`config.mk`:
```
export PLATFORM = sky130hd
export DESIGN_NAME = eeload_top
export DESIGN_NICKNAME = d
export VERILOG_FILES = /design/src/rtl/eeload_pkg.sv /design/src/rtl/eeload_serial.sv /design/src/rtl/eeload_gather.sv /design/src/rtl/eeload_top.sv
export SDC_FILE = /design/constraint.sdc
export NUM_CORES = 1
export LEC_CHECK = 0
export ABC_CLOCK_PERIOD_IN_PS = 7700
export BUFFER_PORTS_ARGS = -buffer_cell sky130_fd_sc_hd__buf_2
export CORE_MARGIN = 2
export CORE_UTILIZATION = 55
export DETAILED_ROUTE_END_ITERATION = 12
export MAX_ROUTING_LAYER = met4
export PLACE_DENSITY = 0.76
export SLEW_MARGIN = 20
export SYNTH_ARGS = -nofsm -noshare
export SYNTH_HDL_FRONTEND = slang
export SYNTH_SLANG_ARGS = --single-unit
```
`constraint.sdc`:
```
create_clock -name clk -period 7.7 [get_ports clk]
set_input_delay 0.77 -clock clk [delete_from_list [all_inputs] [get_ports clk]]
set_output_delay 0.77 -clock clk [all_outputs]
set_load 0.05 [all_outputs]
```
`src/rtl/eeload_pkg.sv`:
```
package eeload_pkg;
  localparam int WORD_W     = 16;
  localparam int N_WORDS    = 18;
  localparam int CMD_BITS   = 9;
  localparam logic [CMD_BITS-1:0] READ_CMD = 9'b1_10_000000;
  localparam int DATA_BITS  = N_WORDS * WORD_W;
  localparam int TOTAL_BITS = CMD_BITS + DATA_BITS;
  localparam int N_STA      = 3;
  localparam int N_MAP      = 8;
  localparam int N_SLOT     = N_STA + N_MAP;
  localparam int WIDX_W     = $clog2(N_WORDS);
  localparam int MIDX_W     = $clog2(N_MAP);
  localparam int SIDX_W     = $clog2(N_SLOT);
  localparam int RADDR_W    = 5;

  typedef enum logic [2:0] {
    ST_IDLE, ST_LAUNCH, ST_READ, ST_CHECK, ST_COMMIT, ST_FIN
  } ld_state_e;

  // image word captured into buffer slot s
  function automatic logic [WIDX_W-1:0] slot_word(input int s);
    if (s < N_STA)            return WIDX_W'(s);
    else if (s < N_SLOT - 1)  return WIDX_W'(s + 5);
    else                      return WIDX_W'(17);
  endfunction

  // register address for the m-th commit write
  function automatic logic [RADDR_W-1:0] map_reg(input logic [MIDX_W-1:0] m);
    case (m)
      3'd0:    return 5'd4;
      3'd1:    return 5'd5;
      3'd2:    return 5'd18;
      3'd3:    return 5'd2;
      3'd4:    return 5'd6;
      3'd5:    return 5'd7;
      3'd6:    return 5'd9;
      default: return 5'd22;
    endcase
  endfunction
endpackage

```
`src/rtl/eeload_serial.sv`:
```
module eeload_serial
  import eeload_pkg::*;
#(
  parameter int HALF_PERIOD = 2
) (
  input  logic clk,
  input  logic rst_n,
  input  logic start,
  input  logic do_i,
  output logic cs_o,
  output logic sk_o,
  output logic di_o,
  output logic bit_vld,
  output logic bit_val,
  output logic last
);
  localparam int DIV_W = (HALF_PERIOD > 1) ? $clog2(HALF_PERIOD) : 1;
  localparam int BIT_W = $clog2(TOTAL_BITS);

  logic             busy_q, busy_d;
  logic             sk_q, sk_d;
  logic [DIV_W-1:0] div_q, div_d;
  logic [BIT_W-1:0] bit_q, bit_d;
  logic [CMD_BITS-1:0] cmd_q, cmd_d;
  logic             tick, fall;

  assign tick    = busy_q && (div_q == DIV_W'(HALF_PERIOD - 1));
  assign fall    = tick && sk_q;
  assign bit_vld = fall && (bit_q >= BIT_W'(CMD_BITS));
  assign bit_val = do_i;
  assign last    = bit_vld && (bit_q == BIT_W'(TOTAL_BITS - 1));
  assign cs_o    = busy_q;
  assign sk_o    = sk_q;
  assign di_o    = busy_q && cmd_q[CMD_BITS-1];

  always_comb begin
    busy_d = busy_q;
    sk_d   = sk_q;
    div_d  = div_q;
    bit_d  = bit_q;
    cmd_d  = cmd_q;
    if (start) begin
      busy_d = 1'b1;
      sk_d   = 1'b0;
      div_d  = '0;
      bit_d  = '0;
      cmd_d  = READ_CMD;
    end else if (busy_q) begin
      if (tick) begin
        div_d = '0;
        sk_d  = ~sk_q;
        if (sk_q) begin
          cmd_d = {cmd_q[CMD_BITS-2:0], 1'b0};
          if (bit_q == BIT_W'(TOTAL_BITS - 1)) busy_d = 1'b0;
          else                                 bit_d  = bit_q + 1'b1;
        end
      end else begin
        div_d = div_q + 1'b1;
      end
    end
  end

  always_ff @(posedge clk or negedge rst_n) begin
    if (!rst_n) begin
      busy_q <= 1'b0;
      sk_q   <= 1'b0;
      div_q  <= '0;
      bit_q  <= '0;
      cmd_q  <= '0;
    end else begin
      busy_q <= busy_d;
      sk_q   <= sk_d;
      div_q  <= div_d;
      bit_q  <= bit_d;
      cmd_q  <= cmd_d;
    end
  end
endmodule

```
`src/rtl/eeload_gather.sv`:
```
module eeload_gather
  import eeload_pkg::*;
(
  input  logic              clk,
  input  logic              rst_n,
  input  logic              clear,
  input  logic              bit_vld,
  input  logic              bit_val,
  output logic [7:0]        sum8,
  output logic [WORD_W-1:0] slot_q [N_SLOT]
);
  localparam int BCNT_W = $clog2(WORD_W);

  logic [WORD_W-2:0] sh_q, sh_d;
  logic [BCNT_W-1:0] bcnt_q, bcnt_d;
  logic [WIDX_W-1:0] widx_q, widx_d;
  logic [7:0]        sum_q, sum_d;
  logic [WORD_W-1:0] word;
  logic              word_done;

  assign word      = {sh_q, bit_val};
  assign word_done = bit_vld && (bcnt_q == BCNT_W'(WORD_W - 1));
  assign sum8      = sum_q;

  always_comb begin
    sh_d   = sh_q;
    bcnt_d = bcnt_q;
    widx_d = widx_q;
    sum_d  = sum_q;
    if (clear) begin
      sh_d   = '0;
      bcnt_d = '0;
      widx_d = '0;
      sum_d  = '0;
    end else if (bit_vld) begin
      sh_d   = word[WORD_W-2:0];
      bcnt_d = bcnt_q + 1'b1;
      if (word_done) begin
        widx_d = widx_q + 1'b1;
        sum_d  = sum_q + word[7:0] + word[15:8];
      end
    end
  end

  always_ff @(posedge clk or negedge rst_n) begin
    if (!rst_n) begin
      sh_q   <= '0;
      bcnt_q <= '0;
      widx_q <= '0;
      sum_q  <= '0;
    end else begin
      sh_q   <= sh_d;
      bcnt_q <= bcnt_d;
      widx_q <= widx_d;
      sum_q  <= sum_d;
    end
  end

  for (genvar s = 0; s < N_SLOT; s++) begin : g_slot
    localparam logic [WIDX_W-1:0] SW = slot_word(s);
    always_ff @(posedge clk or negedge rst_n) begin
      if (!rst_n)                             slot_q[s] <= '0;
      else if (word_done && (widx_q == SW))   slot_q[s] <= word;
    end
  end
endmodule

```
`src/rtl/eeload_top.sv`:
```
module eeload_top
  import eeload_pkg::*;
#(
  parameter int HALF_PERIOD = 2
) (
  input  logic                    clk,
  input  logic                    rst_n,
  input  logic                    reload_req,
  output logic                    ee_cs,
  output logic                    ee_sk,
  output logic                    ee_di,
  input  logic                    ee_do,
  output logic                    cfg_we,
  output logic [RADDR_W-1:0]      cfg_addr,
  output logic [WORD_W-1:0]       cfg_wdata,
  output logic [N_STA*WORD_W-1:0] station_addr,
  output logic                    load_busy,
  output logic                    load_done,
  output logic                    load_err
);
  localparam int STA_W = N_STA * WORD_W;

  logic [1:0]        rs_q;
  logic              rst_ni;
  ld_state_e         st_q, st_d;
  logic [MIDX_W-1:0] cidx_q, cidx_d;
  logic              err_q, err_d;
  logic [STA_W-1:0]  sta_q, sta_d;
  logic              ser_start, g_clear;
  logic              bit_vld, bit_val, ser_last;
  logic [7:0]        sum8;
  logic [WORD_W-1:0] slot_q [N_SLOT];

  always_ff @(posedge clk or negedge rst_n) begin
    if (!rst_n) rs_q <= 2'b00;
    else        rs_q <= {rs_q[0], 1'b1};
  end
  assign rst_ni = rs_q[1];

  eeload_serial #(.HALF_PERIOD(HALF_PERIOD)) u_ser (
    .clk(clk), .rst_n(rst_ni), .start(ser_start), .do_i(ee_do),
    .cs_o(ee_cs), .sk_o(ee_sk), .di_o(ee_di),
    .bit_vld(bit_vld), .bit_val(bit_val), .last(ser_last)
  );

  eeload_gather u_gat (
    .clk(clk), .rst_n(rst_ni), .clear(g_clear),
    .bit_vld(bit_vld), .bit_val(bit_val),
    .sum8(sum8), .slot_q(slot_q)
  );

  always_comb begin
    st_d      = st_q;
    cidx_d    = cidx_q;
    err_d     = err_q;
    sta_d     = sta_q;
    ser_start = 1'b0;
    g_clear   = 1'b0;
    case (st_q)
      ST_IDLE:   if (reload_req) st_d = ST_LAUNCH;
      ST_LAUNCH: begin
        ser_start = 1'b1;
        g_clear   = 1'b1;
        err_d     = 1'b0;
        st_d      = ST_READ;
      end
      ST_READ:   if (ser_last) st_d = ST_CHECK;
      ST_CHECK: begin
        if (sum8 == 8'hFF) begin
          for (int s = 0; s < N_STA; s++) sta_d[s*WORD_W +: WORD_W] = slot_q[s];
          cidx_d = '0;
          st_d   = ST_COMMIT;
        end else begin
          err_d = 1'b1;
          st_d  = ST_FIN;
        end
      end
      ST_COMMIT: begin
        if (cidx_q == MIDX_W'(N_MAP - 1)) st_d = ST_FIN;
        else                              cidx_d = cidx_q + 1'b1;
      end
      ST_FIN:    st_d = ST_IDLE;
      default:   st_d = ST_IDLE;
    endcase
  end

  always_ff @(posedge clk or negedge rst_ni) begin
    if (!rst_ni) begin
      st_q   <= ST_LAUNCH;
      cidx_q <= '0;
      err_q  <= 1'b0;
      sta_q  <= '0;
    end else begin
      st_q   <= st_d;
      cidx_q <= cidx_d;
      err_q  <= err_d;
      sta_q  <= sta_d;
    end
  end

  assign cfg_we       = (st_q == ST_COMMIT);
  assign cfg_addr     = map_reg(cidx_q);
  assign cfg_wdata    = slot_q[SIDX_W'(N_STA) + SIDX_W'(cidx_q)];
  assign station_addr = sta_q;
  assign load_busy    = (st_q != ST_IDLE);
  assign load_done    = (st_q == ST_FIN);
  assign load_err     = err_q;
endmodule

```
==> results.md <==
- CP top delay family: buffers and inverters
- Crit path DAT: 3340 ps
- Critical Path, Cell by Cell: inv_1 -> ha_2 -> nor2b_1 -> buf_4 -> a22oi_1 -> nor2_1 -> a21oi_1 -> o21ai_0 -> buf_2
- DR vias: 7,917
- DR WL/cell: between 20 and 25 um
- CP max FO: 9
- Layout Skew: 9.56 ps
- Cell Area, Placed: 0.0136 mm2
- Final non-filler cell area: 0.0145 mm2
- Routed WL: 27.5 mm
- Starting Density: 55.7%
- Clk Latency, worst-skew pair: 530 ps
- Num CTS Buffers: 28
- CTS max path bufs: 3
- Post-route DRC: 0
- DR WL met3: 1.33 mm
- Grt ovf: 0
- Gpl congestion: 0.864
- Clock transition at the registers of the reported paths: roughly 60 ps
- YS warnings: 0
- Worst setup SP type: flop
- Vias in the first global route: between 7,000 and 8,000
- Crit-path max cell delay: between 600 and 700 ps
- Hold Crit Class: flop to asynchronous set/reset pin
- Die width: approximately 160 um
- Slowest CP cell: nor2b_1
- First-pass GRT wire length: 43.9 mm
- Setup TNS: 0 ps
- Overall Global Routing Usage: 23.2%
- Mapped Nets: 994
- Asr flop ratio synth: 100%
- Die ar.: 0.0249 mm2
- Layout Cells excl Fill: ~1,400
- Worst Path Buf+Inv: 3
- Pwr Total: 2.87 mW
- Number of synthesized flops with an enable pin: 0
- CTS tree: built
- Least-Margin Pin Slew: 979 ps
- WP data required: 6930 ps
- CTS H-tree depth: 1
- Post-synth top flop: dfrtp_1
- Setup Viol. Count Final: 0
- Ports: 80
- Area grow syn2layout: 11.5%
- VDD IR max: 0.000228 V
- Final setup margin: 3590 ps
- Outcome: completed
- Via-to-Cell Ratio: between 5 and 6
- Flop2flop setup slack: approximately 4900 ps
- Core Region: 0.0233 mm2
- Largest net degree at the start of global routing: 177
- Worst setup slack after placement: 4210 ps
- PortBufs: 79
- Cell variety after synth: 55
- Post-Route Utilization: a little over 60%
- Initial antenna violation count: 0
- Post-layout min period: around 4000 ps
- Post-cts sizing count: 0
- PwrDens: between 150 and 200 mW/mm2
- Area of the multi-input gates: ~0.0056 mm2
- Share of post-route cells with drive strength above 1: 39.5%
- Syn avg cell area: roughly 14 um2
- NumNets Final: between 1,000 and 1,500
- Antenna-violating nets left: 0
- Filler cell count in the final layout: 1,723
- CP endpoint kind: output port
- RSZ-0062 raised after global routing: false
- Maximum clock rate: 0.243 GHz
- Sequential cell area: ~0.0070 mm2
- Endpoints failing hold: 0
- Hold slack: 342 ps
- Maxcap violations: 0
- FP Rows: 56
- FF+latch count, synth: 279
- Root Driver: clkbuf_16
- Met2 routed WL: ~13 mm
- Routed met1 length: roughly 12 mm
- Half-perimeter wire length after placement: 16.8 mm
- Setup CP Type: flop to output port
- Cells after Synth: 961
- Synthesized area: 0.0130 mm2
- Leakage: approximately 7.4 nW
- Worst slew margin: 34.7%
- Share of the yosys chip area belonging to registers: 53.7%
- N_diodes: 0
- Detailed Route Iter0 Violations: 551
- CTS Sinks: 279
- Top sig layer: met4
- Die span in y: 158 um
- Max Slew Vio Count: 0
- Period utilization: 53.4%
- Inst Count DP: 1,303
- DR pass1 iterations: 6
[area by class of cell]
class / instances / area share (%)
Clock inverter: 8 / 0.621
Multi-Input combinational cell: 598 / 38.9
Tap cell: 319 / 2.75
Sequential cell: 279 / 48.2
Clock buffer: 44 / 5.74
Timing Repair Buffer: 89 / 3.35
Inverter: 19 / 0.492
[Yosys cell counts (all sizes together) (11+ instances only)]
library cell / instances / share of area (%)
dfrtp: 278 / 53
mux2: 219 / 19
nor2: 52 / 1.5
o21ai: 47 / 1.8
nand2: 46 / 1.3
clkbuf: 33 / 0.95
buf: 32 / 1.8
mux4: 32 / 5.5
a21oi: 26 / 1.0
nand3: 25 / 1.4
ha: 21 / 2.0
inv: 19 / 0.55
a22o: 16 / 1.1
a22oi: 16 / 0.92
nand4: 11 / 0.99
xnor2: 11 / 0.74
[what timing repair did]
| item | 4_1_cts | 5_1_grt |
|---|---|---|
| hold endpoints to repair | 2 | 0 |
| hold buffers | 1 | 0 |
| buffers inserted | 0 | 0 |
[registers in the layout, summed over array words and instances (netlist names), 2 cells and up]
signal / count
rs_q: 2
u_gat.widx_q: 5
u_ser.bit_q: 9
u_gat.sh_q: 15
u_gat.sum8: 8
cidx_q: 3
u_gat.slot_q: 176
u_ser.cmd_q: 2
st_q: 3
station_addr: 48
u_gat.bcnt_q: 4
[power by group]
part	switching [mW]	internal [mW]	total, mW	leakage (nW)
combinational	0.0290	0.00593	0.0349	3.10
sequential	0.00900	1.47	1.48	3.81
clock	0.547	0.805	1.35	0.457
total	0.585	2.28	2.87	7.36
[per-layer routing]
metal  vias up  track usage [%]
li1       3573                -
met1      4102             31.9
met2       198             37.6
met3        44             3.12
met4         0             4.72
met5         -                -
[cells in the final DEF (no fill, tap or decap), drive strengths merged, types with 3 or more instances in the layout]
cell type  synthesis  layout
or2                4       4
a22oi             16      16
xnor2             11      11
fa                 8       8
clkbuf            33      44
nor2              52      52
o21ai             47      47
o31ai              4       4
a22o              16      16
xor2               9       9
mux2             219     219
nor2b              8       8
nor3               5       5
inv               19      19
a21oi             26      26
clkinv             0       6
a31oi              3       3
nand3             25      25
ha                21      21
nand2             46      46
mux4              32      32
dfrtp            278     278
and3               4       4
or3                4       4
buf               32      88
nand4             11      11
nor3b              3       3
[final timing paths]
check,startpoint,endpoint,cells past startpoint
min,rs_q[1],u_gat.slot_q[19],0
max,cidx_q[1],cfg_wdata[9],9
min reg2reg,rs_q[1],u_gat.slot_q[19],0
max reg2reg,u_gat.sh_q[0],u_gat.sum8[7],9
max in group asynchronous,rs_q[1],cidx_q[0],1
min in group clk,rs_q[0],rs_q[1],0
[logic make-up after synthesis]
logic type	Yosys count	share of synthesized area, %
AOI/OAI and AO/OA	126	6.18
xor gates and xnor gates	20	1.35
adders and majority gates	29	3.25
buffers and inverters	84	3.28
DFF	279	53.7
muxes	252	25.1
other	1	0.0288
and+or+nand+nor	170	7.12
No activity file was read; power rests on OpenSTA's default activity.
